**src/rtl/icap_pkg.sv**
```systemverilog
package icap_pkg;

  typedef struct packed {
    logic push;
    logic pop;
    logic flush;
  } icap_strobe_t;

  typedef struct packed {
    logic       onRise;
    logic       onFall;
    logic [3:0] preLimit;   // 0: no prescale, else last count value
  } edge_sel_t;

  localparam logic [3:0] MODE_EDGE_DET = 4'b0000;
  localparam logic [3:0] MODE_RISE     = 4'b0001;
  localparam logic [3:0] MODE_FALL     = 4'b0010;
  localparam logic [3:0] MODE_BOTH     = 4'b0011;
  localparam logic [3:0] MODE_RISE4    = 4'b0100;
  localparam logic [3:0] MODE_RISE16   = 4'b0101;

  function automatic edge_sel_t decodeMode(input logic [3:0] m);
    edge_sel_t s;
    s = '0;
    case (m)
      MODE_EDGE_DET, MODE_BOTH: begin s.onRise = 1'b1; s.onFall = 1'b1; end
      MODE_RISE:   s.onRise = 1'b1;
      MODE_FALL:   s.onFall = 1'b1;
      MODE_RISE4:  begin s.onRise = 1'b1; s.preLimit = 4'd3;  end
      MODE_RISE16: begin s.onRise = 1'b1; s.preLimit = 4'd15; end
      default:     s = '0;
    endcase
    return s;
  endfunction

endpackage

```
**src/rtl/icap_ctrl.sv**
```systemverilog
module icap_ctrl
  import icap_pkg::*;
#(
  parameter int SYNC_STAGES = 2
) (
  input  logic         clk,
  input  logic         rstN,
  input  logic         enable,
  input  logic         pinIn,
  input  logic [3:0]   captMode,
  input  logic [3:0]   evtPost,
  input  logic         rdEn,
  input  logic         fifoEmpty,
  output icap_strobe_t strb,
  output logic         irq
);

  logic [SYNC_STAGES-1:0] syncQ;
  logic                   prevQ;
  logic                   pinS;
  logic [3:0]             modeQ;
  logic [3:0]             preCnt;
  logic [3:0]             postCnt;
  logic                   riseDet, fallDet, clrCnt, evt;
  edge_sel_t              sel;

  generate
    if (SYNC_STAGES == 1) begin : g_sync1
      always_ff @(posedge clk) begin
        if (!rstN) syncQ <= '0;
        else       syncQ <= pinIn;
      end
    end else begin : g_syncN
      always_ff @(posedge clk) begin
        if (!rstN) syncQ <= '0;
        else       syncQ <= {syncQ[SYNC_STAGES-2:0], pinIn};
      end
    end
  endgenerate

  assign pinS = syncQ[SYNC_STAGES-1];

  always_ff @(posedge clk) begin
    if (!rstN) begin
      prevQ <= 1'b0;
      modeQ <= '0;
    end else begin
      prevQ <= pinS;
      modeQ <= captMode;
    end
  end

  assign riseDet = pinS & ~prevQ;
  assign fallDet = ~pinS & prevQ;
  assign sel     = decodeMode(captMode);
  assign clrCnt  = !enable || (captMode != modeQ);

  always_comb begin
    evt = 1'b0;
    if (!clrCnt) begin
      if (sel.preLimit == 4'd0)
        evt = (sel.onRise & riseDet) | (sel.onFall & fallDet);
      else
        evt = riseDet && (preCnt == sel.preLimit);
    end
  end

  always_ff @(posedge clk) begin
    if (!rstN || clrCnt) begin
      preCnt <= '0;
    end else if (sel.preLimit != 4'd0 && riseDet) begin
      preCnt <= (preCnt == sel.preLimit) ? 4'd0 : preCnt + 4'd1;
    end
  end

  always_ff @(posedge clk) begin
    if (!rstN || clrCnt) begin
      postCnt <= '0;
      irq     <= 1'b0;
    end else if (evt) begin
      irq     <= (postCnt == evtPost);
      postCnt <= (postCnt == evtPost) ? 4'd0 : postCnt + 4'd1;
    end else begin
      irq     <= 1'b0;
    end
  end

  always_comb begin
    strb.push  = evt;
    strb.pop   = rdEn && !fifoEmpty && enable;
    strb.flush = !enable;
  end

  AST_RESERVED_QUIET: assert property (@(posedge clk) disable iff (!rstN)
    (captMode[3] || captMode[2:1] == 2'b11) |-> !strb.push);

  AST_IRQ_AFTER_EVENT: assert property (@(posedge clk) disable iff (!rstN)
    irq |-> $past(strb.push));

  AST_DISABLED_QUIET: assert property (@(posedge clk) disable iff (!rstN)
    !enable |=> !irq);

endmodule

```
**src/rtl/icap_datapath.sv**
```systemverilog
module icap_datapath
  import icap_pkg::*;
#(
  parameter int TB_W       = 16,
  parameter int FIFO_DEPTH = 4
) (
  input  logic            clk,
  input  logic            rstN,
  input  icap_strobe_t    strb,
  input  logic [TB_W-1:0] timeBase,
  output logic [TB_W-1:0] rdData,
  output logic            fifoEmpty,
  output logic            overflow
);

  localparam int PTR_W = (FIFO_DEPTH > 1) ? $clog2(FIFO_DEPTH) : 1;
  localparam int CNT_W = $clog2(FIFO_DEPTH + 1);
  localparam logic [PTR_W-1:0] LAST_PTR = PTR_W'(FIFO_DEPTH - 1);
  localparam logic [CNT_W-1:0] FULL_CNT = CNT_W'(FIFO_DEPTH);

  logic [TB_W-1:0]  mem [FIFO_DEPTH];
  logic [PTR_W-1:0] wrPtr, rdPtr;
  logic [CNT_W-1:0] count;
  logic             full, doPush, doPop;

  assign full      = (count == FULL_CNT);
  assign doPop     = strb.pop && (count != '0);
  assign doPush    = strb.push && (!full || doPop);
  assign fifoEmpty = (count == '0);
  assign rdData    = mem[rdPtr];

  always_ff @(posedge clk) begin
    if (doPush && !strb.flush) mem[wrPtr] <= timeBase;
  end

  always_ff @(posedge clk) begin
    if (!rstN || strb.flush) begin
      wrPtr    <= '0;
      rdPtr    <= '0;
      count    <= '0;
      overflow <= 1'b0;
    end else begin
      if (doPush) wrPtr <= (wrPtr == LAST_PTR) ? '0 : wrPtr + 1'b1;
      if (doPop)  rdPtr <= (rdPtr == LAST_PTR) ? '0 : rdPtr + 1'b1;
      case ({doPush, doPop})
        2'b10:   count <= count + 1'b1;
        2'b01:   count <= count - 1'b1;
        default: count <= count;
      endcase
      if (strb.push && !doPush) overflow <= 1'b1;
    end
  end

  AST_COUNT_BOUND: assert property (@(posedge clk) disable iff (!rstN)
    count <= FULL_CNT);

  AST_OVF_STICKY: assert property (@(posedge clk) disable iff (!rstN)
    (overflow && !strb.flush) |=> overflow);

  AST_FLUSH_EMPTY: assert property (@(posedge clk) disable iff (!rstN)
    strb.flush |=> (fifoEmpty && !overflow));

  AST_POP_SHRINKS: assert property (@(posedge clk) disable iff (!rstN)
    (strb.pop && !strb.push && !strb.flush && !fifoEmpty) |=> (count == $past(count) - 1'b1));

endmodule

```
**src/rtl/icap_unit.sv**
```systemverilog
module icap_unit
  import icap_pkg::*;
#(
  parameter int TB_W        = 16,
  parameter int FIFO_DEPTH  = 4,
  parameter int SYNC_STAGES = 2
) (
  input  logic            clk,
  input  logic            rstN,
  input  logic            enable,
  input  logic            pinIn,
  input  logic [TB_W-1:0] timeBase,
  input  logic [3:0]      captMode,
  input  logic [3:0]      evtPost,
  input  logic            rdEn,
  output logic [TB_W-1:0] rdData,
  output logic            fifoEmpty,
  output logic            overflow,
  output logic            irq
);

  icap_strobe_t strb;

  icap_ctrl #(.SYNC_STAGES(SYNC_STAGES)) u_ctrl (
    .clk       (clk),
    .rstN      (rstN),
    .enable    (enable),
    .pinIn     (pinIn),
    .captMode  (captMode),
    .evtPost   (evtPost),
    .rdEn      (rdEn),
    .fifoEmpty (fifoEmpty),
    .strb      (strb),
    .irq       (irq)
  );

  icap_datapath #(.TB_W(TB_W), .FIFO_DEPTH(FIFO_DEPTH)) u_dp (
    .clk       (clk),
    .rstN      (rstN),
    .strb      (strb),
    .timeBase  (timeBase),
    .rdData    (rdData),
    .fifoEmpty (fifoEmpty),
    .overflow  (overflow)
  );

endmodule

```
**config.mk**
```make
export PLATFORM = sky130hd
export DESIGN_NAME = icap_unit
export DESIGN_NICKNAME = d
export VERILOG_FILES = /design/src/rtl/icap_pkg.sv /design/src/rtl/icap_ctrl.sv /design/src/rtl/icap_datapath.sv /design/src/rtl/icap_unit.sv
export SDC_FILE = /design/constraint.sdc
export NUM_CORES = 1
export LEC_CHECK = 0
export BUFFER_PORTS_ARGS = -buffer_cell sky130_fd_sc_hd__buf_4
export CAP_MARGIN = 20
export CORE_ASPECT_RATIO = 2
export CORE_MARGIN = 5
export CORE_UTILIZATION = 40
export DETAILED_ROUTE_END_ITERATION = 12
export PLACE_DENSITY_LB_ADDON = 0.05
export SLEW_MARGIN = 20
export SYNTH_ARGS = -nofsm -noshare
export SYNTH_HDL_FRONTEND = slang
export SYNTH_SLANG_ARGS = --single-unit
```
**constraint.sdc**
```tcl
create_clock -name clk -period 7.5 [get_ports clk]
set_input_delay 0.75 -clock clk [delete_from_list [all_inputs] [get_ports clk]]
set_output_delay 0.75 -clock clk [all_outputs]
set_load 0.1 [all_outputs]
```
# --- Yosys cells after proc, flatten, opt, wreduce, memory -nomap -nowiden ---
# Memory sizes are Yosys's and may differ from the RTL's. A register that Yosys moved wholly into a read port is not among the register bits.
# Index checks and enable logic that the tools add are counted.
totals:
  reg_bits: 24
  ram_bits: 64
  input_bits: 29
  output_inout_bits: 19
  wordCells: 78
  mem_count: 1
mem_list:
  columns: ["name", "depth", "width", "rd", "rd_ports_with_merged_regs", "wr", "line_no", "text"]
  rows:
  - ["u_dp.mem", 4, 16, 1, 1, 1, "icap_datapath.sv:21", "logic [TB_W-1:0] mem [FIFO_DEPTH];"]
classes:
  n_addsub: 6
  n_eq_ne: 13
  n_mux: 14
  bitwise: 8
  n_reduce_logical: 26
op_table:
  columns: ["operator", "n"]
  rows:
  - ["$add A4 B1 Y4 const B", 2]
  - ["$eq A4 B2 Y1 const B", 2]
  - ["$eq A4 B3 Y1 const B", 2]
  - ["$eq A4 B4 Y1", 2]
  - ["$logic_and A1 B1 Y1", 8]
  - ["$logic_not A4 Y1", 2]
  - ["$mux W2", 4]
  - ["$mux W4", 2]
  - ["$pmux W4 S2", 1]
  - ["$eq A2 B2 Y1 const B", 3]
  - ["$mux W1", 6]
  - ["$pmux W3 S2", 1]
  - ["$logic_not A1 Y1", 5]
  - ["$reduce_or A5 Y1", 1]
  - ["$add A2 B1 Y2 const B", 2]
  - ["$and A1 B1 Y1", 4]
  - ["$eq A4 B1 Y1 const B", 1]
  - ["$logic_or A1 B1 Y1", 4]
  - ["$ne A4 B4 Y1", 1]
  - ["$reduce_bool A4 Y1", 1]
  - ["$add A3 B1 Y3 const B", 1]
  - ["$eq A3 B3 Y1 const B", 1]
  - ["$logic_not A3 Y1", 1]
  - ["$not A1 Y1", 3]
  - ["7 further kinds", 7]

# --- Logic depth before layout (Yosys ltp) ---
depth:
  depth_word: 11
  mapped_depth: 13
  mapped_depth_nobuf: 11

# --- By module ---
# Synthesis repeated with hierarchy kept, for this count alone.
unflattened:
  cells_unflattened: 237
  area_unflattened_um2: 3781.1
by_module_without_submodules:
  columns: ["module", "instances", "cells_per_inst", "area_per_inst_um2", "seq_area_each_um2"]
  rows:
  - ["icap_datapath", 1, 154, 2984.1, 2122.0]
  - ["icap_ctrl", 1, 83, 797.0, 320.3]

# --- Least setup slack after synthesis ---
# No wires, ideal clock.
synth_timing:
  path_kind: "flip-flop to flip-flop"
  from: "register u_dp.count[0]"
  to: "register u_dp.count[2]"
  setup_time_ns: 0.071
  t_arrival_ns: 3.728
  required_time_ns: 7.429
  path_slack_ns: 3.700
  path_stages_with_launch: 10
  n_path_buf: 0
  synth_period_minus_slack_ns: 3.800
  cell_sequence: "dfxtp_1 nor3_1 nand3b_1 inv_1 ha_1 inv_1 fa_1 xor2_1 or3_1 a21oi_1"
synth_between:
  elab_chain_cells: 9
  word_cells_on_any_way: 16
  classes_between: "2 x add/sub; 3 x eq/ne; 1 x mux; 10 x reduce/logical"
synth_lines:
  columns: ["element", "line_no", "text"]
  rows:
  - ["start: declaration", "icap_datapath.sv:23", "logic [CNT_W-1:0] count;"]
  - ["start signal: assignment", "icap_datapath.sv:46", "2'b10: count <= count + 1'b1;"]
  - ["start signal: assignment", "icap_datapath.sv:47", "2'b01: count <= count - 1'b1;"]
  - ["start signal: assignment", "icap_datapath.sv:48", "default: count <= count;"]
  - ["$logic_not A3 Y1 (*)", "icap_datapath.sv:29", "assign fifoEmpty = (count == '0);"]
  - ["via fifoEmpty", "icap_unit.sv:17", "output logic fifoEmpty,"]
  - ["$logic_not A1 Y1 (*)", "icap_ctrl.sv:90", "strb.pop = rdEn && !fifoEmpty && enable;"]
  - ["$logic_and A1 B1 Y1 (*) (2 in a row)", "icap_ctrl.sv:90", null]
  - ["$logic_and A1 B1 Y1 (*)", "icap_datapath.sv:27", "assign doPop = strb.pop && (count != '0);"]
  - ["via u_dp.doPop", "icap_datapath.sv:24", "logic full, doPush, doPop;"]
  - ["$logic_or A1 B1 Y1", "icap_datapath.sv:28", "assign doPush = strb.push && (!full || doPop);"]
  - ["$logic_and A1 B1 Y1", "icap_datapath.sv:28", null]
  - ["$eq A2 B1 Y1 / $eq A2 B2 Y1 (equally long branches)", "icap_datapath.sv:45", "case ({doPush, doPop})"]
  - ["$pmux W3 S2 / $reduce_bool A2 Y1 (equally long branches)", null, null]
# The timed path passes the listed nets; every way through them passes the cells marked *.
# A chain may end at the register's enable or synchronous reset.

# --- Worst setup path after layout ---
layout_timing:
  from: "input captMode[0]"
  to: "register u_dp.count[2]"
layout_between:
  elab_chain_cells: 10
  word_cells_on_any_way: 26
  classes_between: "9 x eq/ne; 6 x mux; 3 x bitwise; 8 x reduce/logical"
layout_lines:
  columns: ["element", "line_no", "text"]
  rows:
  - ["start: declaration", "icap_unit.sv:13", "input logic [3:0] captMode,"]
  - ["$eq A4 B2 Y1, or another cell as far along", "icap_pkg.sv:25", "case (m)"]
  - ["$reduce_or A5 Y1 (no source line) / $reduce_or A3 Y1 (equally long branches)", null, null]
  - ["$mux W1", "icap_pkg.sv:25", null]
  - ["$and A1 B1 Y1", "icap_ctrl.sv:62", "evt = (sel.onRise & riseDet) | (sel.onFall & fallDet);"]
  - ["$or A1 B1 Y1", "icap_ctrl.sv:62", null]
  - ["$mux W1", "icap_ctrl.sv:61", "if (sel.preLimit == 4'd0)"]
  - ["$mux W1 (*)", "icap_ctrl.sv:60", "if (!clrCnt) begin"]
  - ["$logic_and A1 B1 Y1 (*)", "icap_datapath.sv:28", null]
  - ["$eq A2 B1 Y1 / $eq A2 B2 Y1 (equally long branches)", "icap_datapath.sv:45", null]
  - ["$pmux W3 S2 / $reduce_bool A2 Y1 (equally long branches)", null, null]
# Mark *: on every way between the ends. The rest lies on a longest branch, timed or not.

==> results.md <==
- Internal power: 0.805 mW
- Initial drt markers: 167
- PortBufs: 47
- Net Count, Synth: 265
- Area of the multi-input gates: 1100 µm²
- Synth Instances: 227
- CTS tree: yes
- DRC Markers: 0
- Initial Util: 40.6%
- Vias per Instance: 5.19
- Largest family of logic cells by synthesized area: simple AND/OR/NAND/NOR gates
- Flops & latches, synth: 90
- Worst setup EP type: flip-flop
- Die W: 77.2 µm
- Pwr Total: 0.995 mW
- Syn_area_per_cell: 15.9 µm²
- Logic pwr share: 2.9%
- Placed Area: 4050 µm²
- Slowest stage delay, CP: 0.43 ns
- Synth Area in Simple Gates: 10.2%
- Router iterations before antenna repair: 4
- Routed WL: 6.59 mm
- Top post-synthesis cells by count: 64 x edfxtp_1, 26 x dfxtp_1, 16 x mux4_2, 13 x a21oi_1, 12 x nor2_1
- Synth warn: 0
- Die Area: 11100 µm²
- Post-route ant nets: 0
- Clk slew on worst S/H paths: 0.06 ns
- Clock latency at the later pin of the worst-skew pair: 0.33 ns
- Synth top area cells: edfxtp_1 53%, dfxtp_1 14%, mux4_2 10%
- Core Util, Final: 48.8%
- Root buffer cell: clkbuf_16
- Area leader, netlist: edfxtp_1
- CTS resizes: 0
- Seq/Total Area, Yosys: 67.7%
- Slowest cell on the critical path: a32oi_2
- CP max FO: 12
- TritonCTS Sinks: 90
- Ant. Diodes: 0
- Final nets: 317
- Largest net degree at the start of global routing: 17
- Post-synth top flop: edfxtp_1
- Critical path type: in -> reg
- Fillers: 769
- Initial antenna violation count: 0
- Via count: 2005
- Setup Fix Bufs, Post-CTS: 0
- Register-to-Register Path Depth: 11
- Switching part of the total: 19.1%
- Post-route setup slack: 4.65 ns
- Final Hold Fails: 0
- Final Max Slew Viols: 0
- Maxcap violations: 0
- Share of cells above drive strength 1: 30.3%
- IO Count: 48
- Hold WC Path Type: reg -> reg
- Async set-reset flop share out of synthesis: 0%
- RSZ-0062 raised after global routing: false
- Most common cell in the netlist: edfxtp_1
- Max clock buf depth: 2
- CP Cell Sequence: buf_4, nand2b_1, a22o_1, a32oi_2, nor2_1, inv_1, ha_1, inv_1, fa_1, xor2_1, or3_1, a21oi_1
- EDFF count, synth: 64
- Htree depth: 3
- Final period utilization: 38.0%
- Placed cell count: 370
- Hold slack: 0.441 ns
- Worst path arrival time: 3.11 ns
- Worst vdd ir: 0.112 mV
- P_leak: 1.49 nW
- Core area: 8890 µm²
- Post-route minimum period: 2.85 ns
- Placement Setup Slack: 4.28 ns
- Synth top area share: 53.3%
- Total Neg Setup Slack: 0 ns
- Design Area, Final: 4340 µm²
- Clock share of power: 43.4%
- Clock skew: 0.00543 ns
- Yosys cell types: 40
- Storage cell area: 2440 µm²
- Max Freq: 351 MHz
- Global-route wire length before repair: 10.8 mm
- Vias in the first global route: 2148
- Area Overhead vs Synth: 20.3%
- Hold bufs inserted after CTS: 0
- Gr ovfl total: 0
- Average routed wire per standard cell: 17.1 µm
- Slew @ Worst Pin: 0.852 ns
- Row cnt: 49
- CP most frequent cell: inv_1
- Number of buffers created by CTS: 9
- Synth Area in Adders: 3.33%
- Post-synthesis compound-gate area fraction: 3.99%
- Worst slew margin: 42.7%
- Proportion of synthesized area in mux cells: 9.99%
- Xor and xnor area share after synthesis: 2.91%
- NetSw: 0.189 mW
- Nature of the critical path startpoint: input port
- Cell area after synthesis: 3610 µm²
- Reg power frac: 53.7%
- Power Density: 229 nW/µm²
- Hold Path Depth: 1
- Req. time, crit path: 7.76 ns
- DP HPWL: 4.56 mm
- Die H: 144 µm
- Final Non-Filler Cells: 386
- Status: complete, no violations
- Total Routing Usage GR: 12.6%
- Final GP Congestion: 0.798
- Final setup viols: 0
[path summary, 6_finish.rpt]
kind                                                 start  slack [ns]                          to
worst max register to register     u_ctrl.prevQ$_SDFF_PN0_        4.80  u_dp.count[2]$_SDFFE_PP0P_
worst min-delay path            u_ctrl.syncQ[0]$_SDFF_PN0_        0.44  u_ctrl.syncQ[1]$_SDFF_PN0_
worst max-delay path                           captMode[0]        4.65  u_dp.count[2]$_SDFFE_PP0P_
worst min register to register  u_ctrl.syncQ[0]$_SDFF_PN0_        0.44  u_ctrl.syncQ[1]$_SDFF_PN0_
[power by group through the flow]
stage                     combinational [mW]  sequential, mW  clock [mW]
after floorplan                       0.0111           0.545           0
after global placement                0.0294           0.545           0
after detailed placement              0.0299           0.545           0
after CTS                             0.0300           0.534       0.447
after global routing                  0.0325           0.534       0.467
final                                 0.0293           0.534       0.431
[flip-flops by register name, summed over array words and instances, names as in the netlist, named ones only]
| signal | flops |
|---|---|
| u_ctrl.prevQ | 1 |
| u_dp.overflow | 1 |
| u_ctrl.postCnt | 4 |
| u_dp.wrPtr | 2 |
| u_dp.count | 3 |
| u_dp.rdPtr | 2 |
| u_ctrl.syncQ | 2 |
| u_dp.mem | 64 |
| u_ctrl.irq | 1 |
| u_ctrl.preCnt | 4 |
| u_ctrl.modeQ | 4 |
[layer usage]
layer	vias up	routed length (µm)	GRT usage, %
li1	965	-	-
met1	986	2570	13.4
met2	43	3550	22.7
met3	11	286	3.43
met4	0	187	5.98
met5	-	0	0
[worst max-delay path, delay by kind of cell]
family	cells	cell delay (ns)
AO/OA/AOI/OAI	3	0.82
AND/OR/NAND/NOR	3	0.56
adder cells (fa/ha/maj)	2	0.54
buffers and inverters	3	0.27
XOR/XNOR	1	0.16
[cell usage in the layout, fill, tap and decap left out, types with 2 or more instances in the layout]
master	netlist	routed
or2_2	2	2
nand2b_1	2	2
buf_4	0	48
nor3_1	2	2
clkbuf_1	4	2
xnor2_1	4	4
and3_1	4	4
nand3_1	5	5
edfxtp_1	64	64
nand3b_1	2	2
clkbuf_16	0	9
a21oi_1	13	13
and2_1	6	6
mux4_2	16	16
nor2_1	12	12
ha_1	8	8
dfxtp_1	26	26
or4b_1	2	2
nand2_1	9	9
o21ai_0	6	6
xor2_1	8	8
nor2b_1	2	2
inv_1	7	7
or3_1	3	3
or4_1	2	2
[kinds of logic (layout without fill, tap and decap cells)]
family / after synthesis / after routing
AO/OA/AOI/OAI: 24 / 24
XOR/XNOR: 12 / 12
adder cells (fa/ha/maj): 9 / 9
buffers and inverters: 14 / 71
flip-flops: 90 / 90
multiplexers: 16 / 16
AND/OR/NAND/NOR: 62 / 62
[cell type report]
cell class,count,area share [%]
flip-flops and latches,90,56.3
well taps,102,2.94
clock buffers,11,5.36
repair buffers,48,8.30
clock inverters,5,1.27
multi-input cells,123,25.3
inverters,7,0.605
(Power assumes the default switching activity.)
